### src/rtl/swb_pkg.sv
package swb_pkg;
  typedef enum logic [1:0] {
    KIND_RD    = 2'd0,
    KIND_EVICT = 2'd1,
    KIND_FILL  = 2'd2,
    KIND_POST  = 2'd3
  } mem_kind_e;
endpackage

### src/rtl/swb_post_fifo.sv
module swb_post_fifo #(
  parameter int AW    = 32,
  parameter int BEW   = 4,
  parameter int DEPTH = 4
) (
  input  logic           clk,
  input  logic           rst_n,
  input  logic           push_valid,
  input  logic [AW-1:0]  push_addr,
  input  logic [BEW-1:0] push_be,
  output logic           push_ready,
  input  logic           pop,
  output logic           head_valid,
  output logic [AW-1:0]  head_addr,
  output logic [BEW-1:0] head_be
);
  localparam int PW = (DEPTH > 1) ? $clog2(DEPTH) : 1;
  localparam int CW = PW + 1;

  logic [AW-1:0]  q_addr [DEPTH];
  logic [BEW-1:0] q_be   [DEPTH];
  logic [PW-1:0]  wr_ptr, rd_ptr, wr_ptr_nx, rd_ptr_nx, last_ptr;
  logic [CW-1:0]  count, count_nx;
  logic           full, do_pop, do_merge, do_alloc;

  assign full       = (count == CW'(DEPTH));
  assign push_ready = !full;
  assign head_valid = (count != '0);
  assign head_addr  = q_addr[rd_ptr];
  assign head_be    = q_be[rd_ptr];
  assign last_ptr   = wr_ptr - PW'(1);
  assign do_pop     = pop && head_valid;

  always_comb begin
    do_merge = push_valid && push_ready && (count != '0)
            && (q_addr[last_ptr] == push_addr)
            && ((q_be[last_ptr] & push_be) == '0)
            && !(do_pop && (count == CW'(1)));
    do_alloc = push_valid && push_ready && !do_merge;
    wr_ptr_nx = do_alloc ? wr_ptr + PW'(1) : wr_ptr;
    rd_ptr_nx = do_pop   ? rd_ptr + PW'(1) : rd_ptr;
    count_nx  = count + CW'(do_alloc) - CW'(do_pop);
  end

  always_ff @(posedge clk or negedge rst_n) begin
    if (!rst_n) begin
      wr_ptr <= '0;
      rd_ptr <= '0;
      count  <= '0;
    end else begin
      wr_ptr <= wr_ptr_nx;
      rd_ptr <= rd_ptr_nx;
      count  <= count_nx;
    end
  end

  for (genvar i = 0; i < DEPTH; i++) begin : g_entry
    always_ff @(posedge clk) begin
      if (do_alloc && (wr_ptr == PW'(i))) begin
        q_addr[i] <= push_addr;
        q_be[i]   <= push_be;
      end else if (do_merge && (last_ptr == PW'(i))) begin
        q_be[i]   <= q_be[i] | push_be;
      end
    end
  end

  a_r5_no_overflow: assert property (@(posedge clk) disable iff (!rst_n)
    count <= CW'(DEPTH));
  a_r3_merge_keeps_count: assert property (@(posedge clk) disable iff (!rst_n)
    (do_merge && !do_pop) |=> (count == $past(count)));
  a_r4_alloc_grows: assert property (@(posedge clk) disable iff (!rst_n)
    (do_alloc && !do_pop) |=> (count == $past(count) + CW'(1)));
endmodule

### src/rtl/swb_line_slot.sv
module swb_line_slot #(
  parameter int AW    = 32,
  parameter int OFF_W = 5
) (
  input  logic          clk,
  input  logic          rst_n,
  input  logic          load,
  input  logic [AW-1:0] load_addr,
  output logic          ready,
  input  logic          clear,
  output logic          held,
  output logic [AW-OFF_W-1:0] line
);
  localparam int LW = AW - OFF_W;

  logic          held_nx;
  logic [LW-1:0] line_nx;
  logic          take;

  assign ready = !held;
  assign take  = load && !held;

  always_comb begin
    held_nx = held;
    line_nx = line;
    if (take) begin
      held_nx = 1'b1;
      line_nx = load_addr[AW-1:OFF_W];
    end else if (clear) begin
      held_nx = 1'b0;
    end
  end

  always_ff @(posedge clk or negedge rst_n) begin
    if (!rst_n) held <= 1'b0;
    else        held <= held_nx;
  end

  always_ff @(posedge clk) begin
    if (take) line <= line_nx;
  end

  a_r6_held_stable: assert property (@(posedge clk) disable iff (!rst_n)
    (held && !clear) |=> (held && $stable(line)));
endmodule

### src/rtl/swb_cycle_decode.sv
module swb_cycle_decode (
  input  logic clk,
  input  logic rst_n,
  input  logic rd,
  input  logic wr,
  input  logic owned_proto,
  input  logic intv,
  input  logic modified,
  output logic wb,
  output logic lf,
  output logic o3
);
  logic rd_owned_intv;

  assign rd_owned_intv = rd && owned_proto && intv;
  assign o3 = rd_owned_intv;
  assign lf = intv;
  assign wb = rd_owned_intv || (wr && modified);

  a_r10_o3_implies_wb_lf: assert property (@(posedge clk) disable iff (!rst_n)
    o3 |-> (wb && lf));
endmodule

### src/rtl/snoop_post_addr_buf.sv
module snoop_post_addr_buf
  import swb_pkg::*;
#(
  parameter int AW    = 32,
  parameter int BEW   = 4,
  parameter int DEPTH = 4,
  parameter int OFF_W = 5
) (
  input  logic           clk,
  input  logic           rst_n,
  input  logic           cpu_wr_valid,
  input  logic [AW-1:0]  cpu_wr_addr,
  input  logic [BEW-1:0] cpu_wr_be,
  output logic           cpu_wr_ready,
  input  logic           evict_load,
  input  logic [AW-1:0]  evict_addr,
  output logic           evict_ready,
  input  logic           fill_load,
  input  logic [AW-1:0]  fill_addr,
  output logic           fill_ready,
  input  logic           rd_req,
  input  logic [AW-1:0]  rd_addr,
  output logic           rd_ready,
  output logic           rd_hit,
  input  logic           mem_ready,
  output logic           mem_valid,
  output logic [1:0]     mem_kind,
  output logic [AW-1:0]  mem_addr,
  output logic [BEW-1:0] mem_be,
  input  logic           lb_rd,
  input  logic           lb_wr,
  input  logic           lb_owned_proto,
  input  logic           lb_intv,
  input  logic           lb_mod,
  output logic           cyc_wb,
  output logic           cyc_lf,
  output logic           cyc_o3
);
  localparam int LW = AW - OFF_W;

  logic          ev_held, fl_held, ev_clear, fl_clear;
  logic [LW-1:0] ev_line, fl_line, rd_line;
  logic          head_valid, post_pop;
  logic [AW-1:0] head_addr;
  logic [BEW-1:0] head_be;
  logic          hold_v, hold_v_nx;
  logic [AW-1:0] hold_addr, hold_addr_nx;
  logic          rd_take, rd_snoop_match, rd_new, fire;
  mem_kind_e     sel;

  swb_post_fifo #(.AW(AW), .BEW(BEW), .DEPTH(DEPTH)) u_post (
    .clk, .rst_n,
    .push_valid (cpu_wr_valid),
    .push_addr  (cpu_wr_addr),
    .push_be    (cpu_wr_be),
    .push_ready (cpu_wr_ready),
    .pop        (post_pop),
    .head_valid (head_valid),
    .head_addr  (head_addr),
    .head_be    (head_be)
  );

  swb_line_slot #(.AW(AW), .OFF_W(OFF_W)) u_evict (
    .clk, .rst_n,
    .load (evict_load), .load_addr (evict_addr), .ready (evict_ready),
    .clear (ev_clear), .held (ev_held), .line (ev_line)
  );

  swb_line_slot #(.AW(AW), .OFF_W(OFF_W)) u_fill (
    .clk, .rst_n,
    .load (fill_load), .load_addr (fill_addr), .ready (fill_ready),
    .clear (fl_clear), .held (fl_held), .line (fl_line)
  );

  swb_cycle_decode u_dec (
    .clk, .rst_n,
    .rd (lb_rd), .wr (lb_wr), .owned_proto (lb_owned_proto),
    .intv (lb_intv), .modified (lb_mod),
    .wb (cyc_wb), .lf (cyc_lf), .o3 (cyc_o3)
  );

  // Snoop of an incoming read against the parked line addresses
  assign rd_line        = rd_addr[AW-1:OFF_W];
  assign rd_ready       = !hold_v;
  assign rd_take        = rd_req && rd_ready;
  assign rd_snoop_match = (ev_held && (ev_line == rd_line))
                       || (fl_held && (fl_line == rd_line));
  assign rd_hit         = rd_take && rd_snoop_match;
  assign rd_new         = rd_take && !rd_snoop_match;

  // Fixed-priority bus selection
  always_comb begin
    mem_valid = 1'b1;
    sel       = KIND_POST;
    mem_addr  = head_addr;
    mem_be    = head_be;
    if (hold_v) begin
      sel = KIND_RD;   mem_addr = hold_addr;          mem_be = '1;
    end else if (rd_new) begin
      sel = KIND_RD;   mem_addr = rd_addr;            mem_be = '1;
    end else if (ev_held) begin
      sel = KIND_EVICT; mem_addr = {ev_line, {OFF_W{1'b0}}}; mem_be = '1;
    end else if (fl_held) begin
      sel = KIND_FILL;  mem_addr = {fl_line, {OFF_W{1'b0}}}; mem_be = '1;
    end else if (!head_valid) begin
      mem_valid = 1'b0;
    end
  end

  assign mem_kind = sel;
  assign fire     = mem_valid && mem_ready;
  assign ev_clear = fire && (sel == KIND_EVICT);
  assign fl_clear = fire && (sel == KIND_FILL);
  assign post_pop = fire && (sel == KIND_POST);

  always_comb begin
    hold_v_nx    = hold_v;
    hold_addr_nx = hold_addr;
    if (hold_v && fire) begin
      hold_v_nx = 1'b0;
    end else if (rd_new && !fire) begin
      hold_v_nx    = 1'b1;
      hold_addr_nx = rd_addr;
    end
  end

  always_ff @(posedge clk or negedge rst_n) begin
    if (!rst_n) hold_v <= 1'b0;
    else        hold_v <= hold_v_nx;
  end

  always_ff @(posedge clk) begin
    if (rd_new && !fire) hold_addr <= hold_addr_nx;
  end

  a_r7_held_read_first: assert property (@(posedge clk) disable iff (!rst_n)
    hold_v |-> (mem_valid && (mem_kind == 2'd0)));
  a_r8_hold_until_free: assert property (@(posedge clk) disable iff (!rst_n)
    (hold_v && !mem_ready) |=> (hold_v && $stable(hold_addr)));
  a_r9_hit_not_held: assert property (@(posedge clk) disable iff (!rst_n)
    rd_hit |=> rd_ready);
  a_r6_one_slot_clear: assert property (@(posedge clk) disable iff (!rst_n)
    !(ev_clear && fl_clear));
endmodule

### config.mk
export PLATFORM = sky130hd
export DESIGN_NAME = snoop_post_addr_buf
export DESIGN_NICKNAME = d
export VERILOG_FILES = /design/src/rtl/swb_pkg.sv /design/src/rtl/swb_post_fifo.sv /design/src/rtl/swb_line_slot.sv /design/src/rtl/swb_cycle_decode.sv /design/src/rtl/snoop_post_addr_buf.sv
export SDC_FILE = /design/constraint.sdc
export NUM_CORES = 1
export LEC_CHECK = 0
export ABC_CLOCK_PERIOD_IN_PS = 5600
export BUFFER_PORTS_ARGS = -buffer_cell sky130_fd_sc_hd__buf_2
export CAP_MARGIN = 40
export CORE_AREA = 5 5 152 154
export DETAILED_ROUTE_END_ITERATION = 10
export DIE_AREA = 0 0 157 159
export GPL_ROUTABILITY_DRIVEN = 0
export PLACE_DENSITY = 0.79
export SLEW_MARGIN = 20
export SYNTH_ARGS = -nofsm -noshare
export SYNTH_HDL_FRONTEND = slang
export SYNTH_SLANG_ARGS = --single-unit
export TNS_END_PERCENT = 20
### constraint.sdc
create_clock -name clk -period 5.6 [get_ports clk]
set_input_delay 0.28 -clock clk [delete_from_list [all_inputs] [get_ports clk]]
set_output_delay 0.28 -clock clk [all_outputs]
set_load 0.01 [all_outputs]
# --- Yosys cells after proc, flatten, opt, wreduce, memory -nomap -nowiden ---
# Memory sizes are Yosys's and may differ from the RTL's.
# Cells that the tools add are included.
op_classes:
  eq_ne: 14
  muxes: 65
  n_reduce_logical: 56
  add_sub_neg: 5
  n_bitwise: 10
op_table:
  columns: ["operator", "n"]
  rows:
  - ["2-to-1 mux 32 bit", 7]
  - ["OR reduction 32 bit", 3]
  - ["equality test 27 bit", 2]
  - ["2-to-1 mux 4 bit", 11]
  - ["2-to-1 mux 1 bit", 38]
  - ["equality test 32 bit", 1]
  - ["logical AND 1 bit", 32]
  - ["2-to-1 mux 2 bit", 9]
  - ["OR 4 bit", 4]
  - ["equality test 2 bit (second input constant)", 6]
  - ["OR reduction 4 bit", 3]
  - ["logical NOT 1 bit", 8]
  - ["equality test 2 x 1 -> 1 bit (second input constant)", 3]
  - ["nonzero test 2 bit", 3]
  - ["adder 2 x 1 -> 2 bit (second input constant)", 2]
  - ["bitwise AND 4 bit", 1]
  - ["logical NOT 2 bit", 2]
  - ["logical NOT 4 bit", 1]
  - ["OR 1 bit", 4]
  - ["adder 3 x 1 -> 3 bit", 1]
  - ["equality test 3 x 1 -> 1 bit (second input constant)", 1]
  - ["equality test 3 bit (second input constant)", 1]
  - ["nonzero test 3 bit", 1]
  - ["subtractor 3 x 1 -> 3 bit", 1]
  - ["4 further kinds", 5]
totals:
  memories: 2
  input_bits: 144
  output_inout_bits: 47
  ff_bits: 96
  ramBits: 144
  wordCells: 161
memory_table:
  columns: ["memory", "depth", "width", "read_ports", "rd_clocked_by_memory_dff", "wr", "line_no", "rtl"]
  rows:
  - ["u_post.q_addr", 4, 32, 2, 0, 1, "swb_post_fifo.sv:20", "logic [AW-1:0] q_addr [DEPTH];"]
  - ["u_post.q_be", 4, 4, 6, 0, 1, "swb_post_fifo.sv:21", "logic [BEW-1:0] q_be [DEPTH];"]

# --- Logic depth before layout (Yosys ltp) ---
logic_depth:
  depth_word: 23
  ltp_mapped: 20
  ltp_nobuf: 13

# --- Cells and area by module ---
# Synthesis repeated with hierarchy kept, for this count alone.
hier_totals:
  hier_cells: 784
  hier_area_um2: 11979.0
modules_own_cells:
  columns: ["mod", "area_per_inst_um2", "cells_per_inst", "instances", "seq_area_each_um2"]
  rows:
  - ["swb_post_fifo", 7410.9, 423, 1, 4499.3]
  - ["snoop_post_addr_buf", 2831.5, 296, 1, 985.9]
  - ["swb_line_slot", 855.8, 31, 2, 835.8]
  - ["swb_cycle_decode", 25.0, 3, 1, 0.0]

# --- Worst setup path after synthesis ---
# OpenSTA, ideal clock, no wires.
synth_path:
  kind: "reg2reg"
  start: "register u_post.wr_ptr[0]"
  end: "register u_post.count[2]"
  arrival_time_ns: 4.470
  stages_incl_launch_ff: 20
  required_ns: 5.520
  synth_period_minus_slack_ns: 4.550
  n_path_buf: 6
  setup_ns: 0.080
  path_slack_ns: 1.050
  path_cell_list: "dfrtp_1 -> buf_6 -> buf_4 -> inv_2 -> buf_1 -> ha_1 -> buf_6 -> buf_6 -> mux2i_1 -> o32ai_1 -> a2111o_1 -> nor4_2 -> nand4_1 -> o41ai_2 -> o21ai_1 -> buf_6 -> ha_1 -> fa_1 -> xnor2_1 -> xnor2_1"
synth_via:
  elab_chain_len: 10
  elab_cells_between_ends: 13
  classes_between: "3 x add/sub; 1 x eq/ne; 1 x bitwise; 6 x reduce/logical; 2 x memory"
synth_lines:
  columns: ["element", "line_no", "rtl"]
  rows:
  - ["from (decl)", "swb_post_fifo.sv:22", "logic [PW-1:0] wr_ptr, rd_ptr, wr_ptr_nx, rd_ptr_nx, last_ptr;"]
  - ["from (signal assigned)", "swb_post_fifo.sv:51", "wr_ptr <= wr_ptr_nx;"]
  - ["subtractor 2 x 1 -> 2 bit (*)", "swb_post_fifo.sv:31", "assign last_ptr = wr_ptr - PW'(1);"]
  - ["named net u_post.last_ptr[0]", "swb_post_fifo.sv:22", null]
  - ["memory read (4 x 32 bit) or memory read (4 x 4 bit) (tied branches)", null, null]
  - ["equality test 32 bit or bitwise AND 4 bit (tied branches)", "swb_post_fifo.sv:36, swb_post_fifo.sv:37", null]
  - ["logical AND 1 bit or logical NOT 4 bit (tied branches)", "swb_post_fifo.sv:36, swb_post_fifo.sv:37", null]
  - ["logical AND 1 bit (*)", "swb_post_fifo.sv:37", "&& ((q_be[last_ptr] & push_be) == '0)"]
  - ["logical AND 1 bit (*)", "swb_post_fifo.sv:38", "&& !(do_pop && (count == CW'(1)));"]
  - ["logical NOT 1 bit (*)", "swb_post_fifo.sv:39", "do_alloc = push_valid && push_ready && !do_merge;"]
  - ["logical AND 1 bit (*)", "swb_post_fifo.sv:39", null]
  - ["adder 3 x 1 -> 3 bit (*)", "swb_post_fifo.sv:42", "count_nx = count + CW'(do_alloc) - CW'(do_pop);"]
  - ["subtractor 3 x 1 -> 3 bit (*)", "swb_post_fifo.sv:42", null]
  - ["named net u_post.count_nx[2]", "swb_post_fifo.sv:23", "logic [CW-1:0] count, count_nx;"]
  - ["to (signal assigned)", "swb_post_fifo.sv:53", "count <= count_nx;"]
  - ["to (decl)", "swb_post_fifo.sv:23", null]
# Mark *: on every way through the listed nets, which the timed path passes. The rest lies on a longest branch.
# A chain may end at the register's enable or synchronous reset.

# --- Final worst setup path ---
layout_path:
  start: "register u_post.wr_ptr[0]"
  end: "memory u_post.q_addr[0][5] (enable)"
layout_via:
  elab_chain_len: 15
  elab_cells_between_ends: 36
  classes_between: "1 x add/sub; 4 x eq/ne; 14 x mux; 1 x bitwise; 14 x reduce/logical; 2 x memory"
layout_lines:
  columns: ["element", "line_no", "rtl"]
  rows:
  - ["subtractor 2 x 1 -> 2 bit", "swb_post_fifo.sv:31", null]
  - ["memory read (4 x 32 bit) or memory read (4 x 4 bit) (tied branches)", null, null]
  - ["equality test 32 bit or bitwise AND 4 bit (tied branches)", "swb_post_fifo.sv:36, swb_post_fifo.sv:37", null]
  - ["logical AND 1 bit or logical NOT 4 bit (tied branches)", "swb_post_fifo.sv:36, swb_post_fifo.sv:37", null]
  - ["logical AND 1 bit", "swb_post_fifo.sv:37", null]
  - ["logical AND 1 bit", "swb_post_fifo.sv:38", null]
  - ["logical NOT 1 bit", "swb_post_fifo.sv:39", null]
  - ["logical AND 1 bit", "swb_post_fifo.sv:39", null]
  - ["logical AND 1 bit", "swb_post_fifo.sv:59", "if (do_alloc && (wr_ptr == PW'(i))) begin"]
  - ["2-to-1 mux 1 bit", "swb_post_fifo.sv:59", null]
  - ["2-to-1 mux 1 bit (not written as such)", "swb_post_fifo.sv:60", "q_addr[i] <= push_addr;"]
  - ["OR reduction 32 bit (no line)", null, null]
  - ["2-to-1 mux 2 bit (no line) or 2-to-1 mux 1 bit (tied branches) (3 in series)", null, null]
  - ["to (decl)", "swb_post_fifo.sv:20", null]
# Parallel ways exist; a longest one is shown, timed or not.

==> impl_metrics.py <==
metrics = {
    "run_status": {
        "status": "finished clean",
    },
    "global_routing": {
        "antenna_found_initial": 5,
        "track_usage": 0.2650,
        "gr-total-overflow": 0,
        "grt_max_degree": 60,
        "grt_pass1_vias": 8722,
        "grt_pass1_wl_um": 50760,
    },
    "yosys": {
        "synth_seq_area_share": 0.5965,
        "ys_seq_elements": 240,
        "async_flop_share": 0.04167,
        "synth_top_area_cell": "edfxtp_1",
        "synth_area_um2": 12000,
        "synth_cell_types": 62,
        "synth-main-ff-cell": "edfxtp_1",
        "syn_area_per_cell_um2": 14.15,
        "yosys_warnings": 0,
        "synth_edf_count": 230,
        "synthesis.nets": 1001,
        "netlist_instances": 848,
        "synthTopCellsByArea": "edfxtp_1, mux4_2, xnor2_1",
        "synth_top_area_frac": 0.5756,
    },
    "power": {
        "clkPwrFrac": 0.244,
        "p_sw_frac": 0.3416,
        "p_comb_frac": 0.375,
        "p_int_uw": 4336,
        "leakagePower_uw": 0.005486,
        "p_sw_uw": 2250,
        "worst_ir_drop_vdd_v": 0.0003058,
        "seq_power_share": 0.381,
        "powerDensity_nw_per_um2": 441.4,
    },
    "sta": {
        "min_period_ns": 4.695,
        "setup_viol": 0,
        "finalHoldViolCount": 0,
        "fin_skew_ns": 0.01387,
        "rsz0062_at_grt": "no",
        "maxSlewHeadroom": 0.5126,
        "drv_slew": 0,
        "fmax_ghz": 0.2130,
        "tns_ns": 0,
        "worst_slack_ns": 0.9053,
        "fin_crit_sh": 0.8383,
        "max_slew.worst_pin.slew_ns": 0.7262,
    },
    "detailed_routing": {
        "dr.pass1.iters": 5,
        "drc_errors": 0,
        "vias_per_cell": 6.185,
        "drt_wl_total_um": 34470,
        "wl_per_cell_um": 24.29,
        "vias": 8776,
        "drt-initial-drc-count": 940,
        "drtAntennaViolNets": 0,
    },
    "setup_path": {
        "crit_type": "flop to flop",
        "rrSetupSlack_ns": 0.91,
        "crit_path_end_kind": "flop",
        "crit_fanout": 31,
        "crit_arrival_ns": 4.87,
        "r2r_cells": 11,
        "critical_path_required_ns": 5.78,
        "startpoint_type": "flop",
    },
    "worst_hold_path": {
        "hp-class": "input pin to flop",
        "hold_depth": 1,
    },
    "finish": {
        "layout_common_cells": "edfxtp_1, buf_2, dlygate4sd3_1",
        "final_common_cell": "edfxtp_1",
        "drive_above_1_share": 0.2651,
        "nNetsFinal": 1275,
        "fill_cells": 1390,
        "synthToLayoutAreaGrowth_pct": 24.33,
        "antennaDiodeCount": 0,
    },
    "clock_tree": {
        "path_clk_slew_ns": 0.06,
        "numCtsBuffers": 26,
        "clockBufferDepth": 3,
        "clk_latency_ns": 0.53,
        "htreeDepth": 1,
        "cts_tree": "built",
        "ctsResizeCount": 0,
        "root_buffer": "clkbuf_16",
        "cts_num_sinks": 240,
    },
    "placement": {
        "dpl.hpwl_um": 22200,
        "dp_worst_setup_slack_ns": 0.9310,
        "portBuffers": 180,
    },
    "floorplan": {
        "num_rows": 54,
        "ios": 191,
        "start_util": 0.5567,
        "die_y_um": 159,
        "core_area_um2": 21550,
        "die_width_um": 157,
        "dieArea_um2": 24960,
    },
    "run": {
        "max_cap_viol_count": 0,
    },
}
-- critical path, cell delays in order, from the launching register on --
cell and delay, ns:
dfrtp_2 0.41, inv_2 0.33, ha_2 0.57, buf_12 0.29, mux2_2 0.38, nor2_1 0.09
a21oi_1 0.06, o2111ai_1 0.46, o41ai_2 0.13, o21ai_1 0.59, and2_1 0.55, buf_4 0.46
-- registers in the layout, summed over array words and instances (netlist names) --
signal / flops
hold_addr: 32
hold_v: 1
u_evict.held: 1
u_evict.line: 27
u_fill.held: 1
u_fill.line: 27
u_post.count: 3
u_post.q_addr: 128
u_post.q_be: 16
u_post.rd_ptr: 2
u_post.wr_ptr: 2
-- stage by stage --
stage | cell area [um^2] | hold slack [ns] | util | std cells | power, uW
2_1_floorplan | 12000 | -0.01559 | - | 848 | 4240
6_report | 14920 | 0.02350 | 0.6922 | 1419 | 6585
4_1_cts | 14920 | 0.003294 | 0.6922 | 1419 | 6576
3_3_place_gp | 13150 | 0.1659 | 0.6102 | 1277 | 4863
3_5_place_dp | 13150 | 0.1679 | 0.6102 | 1277 | 4903
5_1_grt | 14920 | 0.008859 | 0.6922 | 1419 | 6852
-- routing by layer --
layer,routed length [um],global-route usage
met1,12830,0.3505
met3,3632,0.05790
met5,56,0
met2,16870,0.4416
met4,1085,0.07968
-- power groups by stage --
| stage | clock network, uW | logic, uW | registers, uW |
|---|---|---|---|
| 3_5_place_dp | 0 | 2370 | 2530 |
| 2_1_floorplan | 0 | 1760 | 2480 |
| 5_1_grt | 1710 | 2610 | 2540 |
| 3_3_place_gp | 0 | 2350 | 2510 |
| 4_1_cts | 1630 | 2450 | 2500 |
| 6_report | 1610 | 2470 | 2510 |
-- path summary, 6_finish.rpt --
kind / start / to
max in group asynchronous: rst_n / u_evict.held
max reg2reg: u_post.wr_ptr[0] / u_post.q_addr[0][5]
min reg2reg: u_post.q_be[1][3] / u_post.q_be[1][3]
min in group asynchronous: rst_n / u_post.wr_ptr[1]
min: rd_addr[23] / hold_addr[23]
max: u_post.wr_ptr[0] / u_post.q_addr[0][5]
-- cells in the mapped netlist (all sizes together) (10+ instances only) --
master  instances
a21o           21
xnor2          68
inv            21
mux4           51
buf            22
and2           12
clkbuf         27
o21ai          38
a21oi          64
nor2           16
edfxtp        230
dfrtp          10
xor2           15
mux2           10
nand4          19
a22oi          28
nand2          70
mux2i          37
-- logic make-up (layout without fill, tap and decap cells) --
| kind of cell | count (synthesis) | after routing | synth area share |
|---|---|---|---|
| xor gates and xnor gates | 83 | 83 | 0.06058 |
| AOI/OAI and AO/OA | 188 | 188 | 0.1017 |
| and+or+nand+nor | 160 | 160 | 0.06590 |
| buffers and inverters | 70 | 361 | 0.02815 |
| adders and majority gates | 9 | 9 | 0.01001 |
| DFF | 240 | 240 | 0.5965 |
| muxes | 98 | 98 | 0.1372 |
-- timing repair --
item | CTS | global route
buffers inserted | 0 | 0
endpoints found under the setup margin | 0 | 0
hold buffers | 97 | 0
endpoints found under the hold margin | 142 | 0
-- area by class of cell --
cell class                 instances  area [um^2]  share of cell area
clock buffer                      33        718.2             0.04814
clock inverter                    12        76.32            0.005116
sequential                       240         7161              0.4800
timing repair buffer             295         2019              0.1354
tap                              280        350.3             0.02348
multi-input combinational        538         4514              0.3026
inverter                          21        78.83            0.005284
Note: power is estimated with default switching activity, not from simulation.
